`src/rtl/lbw_pkg.sv`:
```
package lbw_pkg;

  typedef enum logic [2:0] {
    HS_IDLE   = 3'd0,
    HS_ARMED  = 3'd1,
    HS_HOLD   = 3'd2,
    HS_ALIGN  = 3'd3,
    HS_RELOCK = 3'd4,
    HS_REVERT = 3'd5
  } hs_state_e;

  function automatic logic hs_forces_narrow(hs_state_e s);
    return (s == HS_HOLD) || (s == HS_ALIGN) || (s == HS_RELOCK) || (s == HS_REVERT);
  endfunction

  function automatic logic hs_gates_pd(hs_state_e s);
    return (s == HS_HOLD) || (s == HS_ALIGN);
  endfunction

endpackage

```
`src/rtl/lbw_run_counter.sv`:
```
module lbw_run_counter #(
  parameter int TARGET = 8
) (
  input  logic clk,
  input  logic rst,
  input  logic clr,
  input  logic strobe,
  input  logic good,
  output logic reached
);
  localparam int CW = $clog2(TARGET + 1);

  logic [CW-1:0] run_q;

  assign reached = (run_q == CW'(TARGET));

  always_ff @(posedge clk) begin
    if (rst || clr) begin
      run_q <= '0;
    end else if (strobe) begin
      if (!good)
        run_q <= '0;
      else if (!reached)
        run_q <= run_q + 1'b1;
    end
  end
endmodule

```
`src/rtl/lbw_dwell_timer.sv`:
```
module lbw_dwell_timer #(
  parameter int MAX_TICKS = 16
) (
  input  logic                           clk,
  input  logic                           rst,
  input  logic                           load,
  input  logic [$clog2(MAX_TICKS+1)-1:0] load_val,
  output logic                           expired
);
  localparam int TW = $clog2(MAX_TICKS + 1);

  logic [TW-1:0] left_q;

  assign expired = (left_q == '0);

  always_ff @(posedge clk) begin
    if (rst)
      left_q <= '0;
    else if (load)
      left_q <= load_val;
    else if (!expired)
      left_q <= left_q - 1'b1;
  end
endmodule

```
`src/rtl/lbw_init_guard.sv`:
```
module lbw_init_guard #(
  parameter int LOCK_RUN = 8
) (
  input  logic clk,
  input  logic rst,
  input  logic init_en,
  input  logic lol,
  input  logic pd_strobe,
  output logic history_ok
);
  logic run_met;

  // any lol cycle restarts the clean-lock count
  lbw_run_counter #(.TARGET(LOCK_RUN)) u_run (
    .clk     (clk),
    .rst     (rst),
    .clr     (!init_en || lol),
    .strobe  (pd_strobe),
    .good    (!lol),
    .reached (run_met)
  );

  always_ff @(posedge clk) begin
    if (rst || !init_en)
      history_ok <= 1'b0;
    else if (run_met)
      history_ok <= 1'b1;
  end
endmodule

```
`src/rtl/lbw_hs_fsm.sv`:
```
module lbw_hs_fsm
  import lbw_pkg::*;
#(
  parameter int LOCK_RUN     = 8,
  parameter int ALIGN_TMO    = 16,
  parameter int REVERT_TICKS = 9
) (
  input  logic      clk,
  input  logic      rst,
  input  logic      hs_enable,
  input  logic      pbo_enable,
  input  logic      lol,
  input  logic      pd_strobe,
  input  logic      in_window,
  input  logic      align_done,
  output hs_state_e state
);
  localparam int TMAX = (ALIGN_TMO > REVERT_TICKS) ? ALIGN_TMO : REVERT_TICKS;
  localparam int TW   = $clog2(TMAX + 1);

  hs_state_e nxt;
  logic      lol_q;
  logic      lol_rise;
  logic      run_met;
  logic      t_load;
  logic [TW-1:0] t_val;
  logic      t_expired;

  assign lol_rise = lol && !lol_q;

  lbw_run_counter #(.TARGET(LOCK_RUN)) u_win_run (
    .clk     (clk),
    .rst     (rst),
    .clr     (state != HS_RELOCK),
    .strobe  (pd_strobe),
    .good    (in_window),
    .reached (run_met)
  );

  lbw_dwell_timer #(.MAX_TICKS(TMAX)) u_dwell (
    .clk      (clk),
    .rst      (rst),
    .load     (t_load),
    .load_val (t_val),
    .expired  (t_expired)
  );

  always_comb begin
    nxt    = state;
    t_load = 1'b0;
    t_val  = '0;
    unique case (state)
      HS_IDLE:
        if (hs_enable && pd_strobe && !lol) nxt = HS_ARMED;
      HS_ARMED:
        if (!hs_enable)    nxt = HS_IDLE;
        else if (lol_rise) nxt = HS_HOLD;
      HS_HOLD:
        if (pbo_enable) begin
          nxt    = HS_ALIGN;
          t_load = 1'b1;
          t_val  = TW'(ALIGN_TMO - 1);
        end else begin
          nxt = HS_RELOCK;
        end
      HS_ALIGN:
        if (align_done || t_expired) nxt = HS_RELOCK;
      HS_RELOCK:
        if (run_met) begin
          nxt    = HS_REVERT;
          t_load = 1'b1;
          t_val  = TW'(REVERT_TICKS - 1);
        end
      HS_REVERT:
        if (t_expired) nxt = HS_ARMED;
      default:
        nxt = HS_IDLE;
    endcase
  end

  always_ff @(posedge clk) begin
    if (rst) begin
      state <= HS_IDLE;
      lol_q <= 1'b1;
    end else begin
      state <= nxt;
      lol_q <= lol;
    end
  end
endmodule

```
`src/rtl/lbw_hitless_seq.sv`:
```
module lbw_hitless_seq
  import lbw_pkg::*;
#(
  parameter int LOCK_RUN     = 8,
  parameter int ALIGN_TMO    = 16,
  parameter int REVERT_TICKS = 9
) (
  input  logic clk,
  input  logic rst,
  input  logic init_en,
  input  logic narrow_req,
  input  logic hs_enable,
  input  logic pbo_enable,
  input  logic lol,
  input  logic pd_strobe,
  input  logic in_window,
  input  logic align_done,
  output logic narrow_bw,
  output logic pd_enable,
  output logic align_req
);
  hs_state_e hs_state;
  logic      history_ok;

  lbw_init_guard #(.LOCK_RUN(LOCK_RUN)) u_init (
    .clk        (clk),
    .rst        (rst),
    .init_en    (init_en),
    .lol        (lol),
    .pd_strobe  (pd_strobe),
    .history_ok (history_ok)
  );

  lbw_hs_fsm #(
    .LOCK_RUN     (LOCK_RUN),
    .ALIGN_TMO    (ALIGN_TMO),
    .REVERT_TICKS (REVERT_TICKS)
  ) u_fsm (
    .clk        (clk),
    .rst        (rst),
    .hs_enable  (hs_enable),
    .pbo_enable (pbo_enable),
    .lol        (lol),
    .pd_strobe  (pd_strobe),
    .in_window  (in_window),
    .align_done (align_done),
    .state      (hs_state)
  );

  always_ff @(posedge clk) begin
    if (rst) begin
      narrow_bw <= 1'b0;
      pd_enable <= 1'b1;
      align_req <= 1'b0;
    end else begin
      narrow_bw <= init_en && ((narrow_req && history_ok) || hs_forces_narrow(hs_state));
      pd_enable <= !hs_gates_pd(hs_state);
      align_req <= (hs_state == HS_ALIGN);
    end
  end
endmodule

```
`config.mk`:
```
export PLATFORM = sky130hd
export DESIGN_NAME = lbw_hitless_seq
export DESIGN_NICKNAME = d
export VERILOG_FILES = /design/src/rtl/lbw_pkg.sv /design/src/rtl/lbw_run_counter.sv /design/src/rtl/lbw_dwell_timer.sv /design/src/rtl/lbw_init_guard.sv /design/src/rtl/lbw_hs_fsm.sv /design/src/rtl/lbw_hitless_seq.sv
export SDC_FILE = /design/constraint.sdc
export NUM_CORES = 1
export LEC_CHECK = 0
export CAP_MARGIN = 20
export CELL_PAD_IN_SITES_DETAIL_PLACEMENT = 1
export CELL_PAD_IN_SITES_GLOBAL_PLACEMENT = 1
export CORE_AREA = 2 2 70 78
export DETAILED_ROUTE_END_ITERATION = 8
export DIE_AREA = 0 0 72 80
export DONT_BUFFER_PORTS = 1
export PLACE_DENSITY = 0.57
export SLEW_MARGIN = 20
export SYNTH_ARGS = -nofsm -noshare
export SYNTH_HDL_FRONTEND = slang
export SYNTH_HIERARCHICAL = 1
export SYNTH_SLANG_ARGS = --single-unit
```
`constraint.sdc`:
```
create_clock -name clk -period 2.2 [get_ports clk]
set_input_delay 0.44 -clock clk [delete_from_list [all_inputs] [get_ports clk]]
set_output_delay 0.44 -clock clk [all_outputs]
set_load 0.005 [all_outputs]
```
==> impl_metrics.ini <==
[status]
status = finished clean

[finish]
drive_gt1_share_pct = 13.2
fill_cells = 593
nNetsFinal = 161
diodes = 0
design_area_sq_um = 1330
area_delta_synth_final_pct = 10.1
multi_input_area_sq_um = 708
post-route-util_pct = 26.8
seqCellArea_sq_um = 420

[cts]
postCtsResizedCells = 0
hold_buffers = 0
insertion_delay_ns = 0.26
clk_pin_slew_ns = 0.08
cts_max_level = 1
cts_sinks = 21
cts_setup_buffers = 0
cts_buffer_depth = 2
cts_tree = built
cts_made_buffers = 3
cts_root_buf = clkbuf_8

[hold_path]
hold_class = input pin to register
min_from = rst
min_delay_path_depth = 1

[setup_path]
reg2reg_depth = 8
worstPathMaxFanout = 8
reg2reg_from = u_fsm/u_win_run/run_q[0]
max_stage_delay_ns = 0.49
cp_top_family = simple AND/OR/NAND/NOR gates
cp_num_cells = 8
critical_path_class = register to register
endpoint_kind = register
crit_arrival_ns = 2.00
cp_data_required_time_ns = 2.39
crit_slowest_cell = or4_1
cpMostUsedCell = inv_1
critPathBufInv = 3
start_kind = register
cp-startpoint = u_fsm/u_win_run/run_q[0]
crit_chain = inv_1, ha_1, and3b_4, inv_1, o21bai_1, buf_4, or4_1, o211ai_1

[global_route]
antenna_found_initial = 0
track_usage_pct = 10.4
grt_overflow = 0
grt_pass1_vias = 1041
grt_max_degree = 19
grt_pass1_wl_um = 4730

[job]
max-cap-violations = 0

[routing]
wirelength_um = 2890
highest_layer = met4
wl_met3_um = 128
ant_nets = 0
drt-initial-drc-count = 21
vias = 997
drc_errors = 0
wl_per_cell_um = 14.3
dr.pass1.iters = 4
wl_met1_um = 1220
wl_met2_um = 1520
vias_per_cell = 4.94

[timing]
setup_tns_ns = 0
min_period_ns = 1.81
tightest_slew_ns = 0.564
slew_headroom_pct = 62.3
post-route-period-util_pct = 82.4
setup_viol = 0
slew_viol_final = 0
max_freq_mhz = 552
rsz0062_at_grt = false
clock_skew_ns = 0.00460
hold_violations = 0

[yosys]
yosysUniqueCellTypes = 42
ys_seq_area_share_pct = 34.8
synth_top_cell_area_share_pct = 34.8
syn_nets = 155
synth_edf_count = 0
synthTopCellsByArea = dfxtp_1 35%, ha_1 6.2%, nand2_1 5.9%, inv_1 5.0%, nor4b_4 3.9%
synth_flop_cell = dfxtp_1
yosys.area.top_type = dfxtp_1
netlist_area_sq_um = 1210
syn_area_per_cell_sq_um = 8.69
synth_most_common_cell = dfxtp_1
synth_seq_cells = 21
ys_warn_count = 6
synthArstFlopShare_pct = 0
synth_cells = 139
synth_common_cells = 21 x dfxtp_1, 19 x nand2_1, 16 x inv_1, 7 x o22ai_1

[placed_design]
gp_congestion = 0.822
numPortBuffers = 0
dp_hpwl_um = 2260
placed_cell_area_sq_um = 1280

[pwr]
p_total_uw = 936
switchingPower_uw = 277
comb_power_share_pct = 25.2
power_density_nw_per_um2 = 704
swShare_pct = 29.6
p_leak_uw = 0.000453
peakVddDrop_mv = 0.223
internal_power_uw = 659
pwr-share-seq_pct = 47.6
p_clk_share_pct = 27.2

[die]
fp.dieW_um = 72
die_area_sq_um = 5760
ios = 13
die_height_um = 80
core-area_sq_um = 4970
core.rowCount = 27
start_util_pct = 24.3
-- cells in the final DEF (no fill, tap or decap), types with 2 or more instances in the layout --
master,synthesis,routed
nand3b_1,2,2
dfxtp_1,21,21
and3b_4,2,2
a31oi_1,2,2
nand3_1,2,2
o31a_1,2,2
buf_4,1,3
nor3_1,5,5
o22ai_1,7,7
a21oi_1,6,6
a21boi_0,4,4
ha_1,6,6
nor3b_2,2,2
or2_4,2,2
nor2b_1,4,4
nand2_1,19,19
and3_1,2,2
o211ai_1,2,2
inv_1,16,16
nand2b_1,5,5
nor4b_4,2,2
nor2_1,5,5
clkbuf_8,0,3
-- cell type report --
type	count	share of cell area [%]
clock buffers	4	3.39
flip-flops and latches	21	31.6
inverters	16	4.52
well taps	58	5.46
multi-input cells	100	53.3
repair buffers	3	1.69
-- worst reg2reg max path, delay by kind of cell (launching register included) --
| kind | cells | cell delay (ns) |
|---|---|---|
| adder cells (fa/ha/maj) | 1 | 0.20 |
| AND/OR/NAND/NOR | 2 | 0.67 |
| AO/OA/AOI/OAI | 2 | 0.19 |
| buffers and inverters | 3 | 0.32 |
| flip-flops | 1 | 0.38 |
-- flip-flops by register name (all words and copies together), names as in the netlist --
name,flops
u_fsm/lol_q,1
u_fsm/u_win_run/run_q,4
narrow_bw,1
pd_enable,1
u_init/u_run/run_q,4
u_fsm/state,3
u_init/history_ok,1
u_fsm/u_dwell/left_q,5
align_req,1
-- power by group through the flow --
stage | Sequential [uW] | Clock (uW) | Combinational (uW)
3_3_place_gp | 452 | 0 | 230
4_1_cts | 446 | 275 | 239
3_5_place_dp | 455 | 0 | 237
5_1_grt | 451 | 292 | 268
6_report | 445 | 254 | 236
2_1_floorplan | 446 | 0 | 200
-- routing by layer --
layer,vias up,track usage [%]
li1,499,-
met1,482,11.0
met2,14,19.9
met3,2,3.91
met4,0,1.51
met5,-,0
-- per-stage QoR --
step / hold WS [ns] / std cells / setup slack, ns
6_report: 0.245 / 202 / 0.387
5_1_grt: 0.214 / 202 / 0.283
4_1_cts: 0.226 / 202 / 0.371
3_5_place_dp: 0.448 / 198 / 0.386
3_3_place_gp: 0.441 / 198 / 0.457
2_1_floorplan: 0.433 / 139 / 0.197
-- path summary, 6_finish.rpt --
kind | end | slack, ns
setup / recovery | u_fsm/u_dwell/left_q[0] | 0.39
hold / removal | u_fsm/u_dwell/left_q[2] | 0.25
setup reg to reg | u_fsm/u_dwell/left_q[0] | 0.39
hold reg to reg | narrow_bw | 0.45
-- cell families (layout without fill, tap and decap cells) --
kind of cell | after synthesis | in the layout | share of synthesized area (%)
simple gates | 61 | 61 | 33.3
compound gates | 31 | 31 | 18.1
flops | 21 | 21 | 34.8
buf+inv | 18 | 23 | 6.53
fa+ha+maj | 6 | 6 | 6.22
other cells | 1 | 1 | 0.311
xor+xnor | 1 | 1 | 0.726
Power figures use the tool's default switching activity.
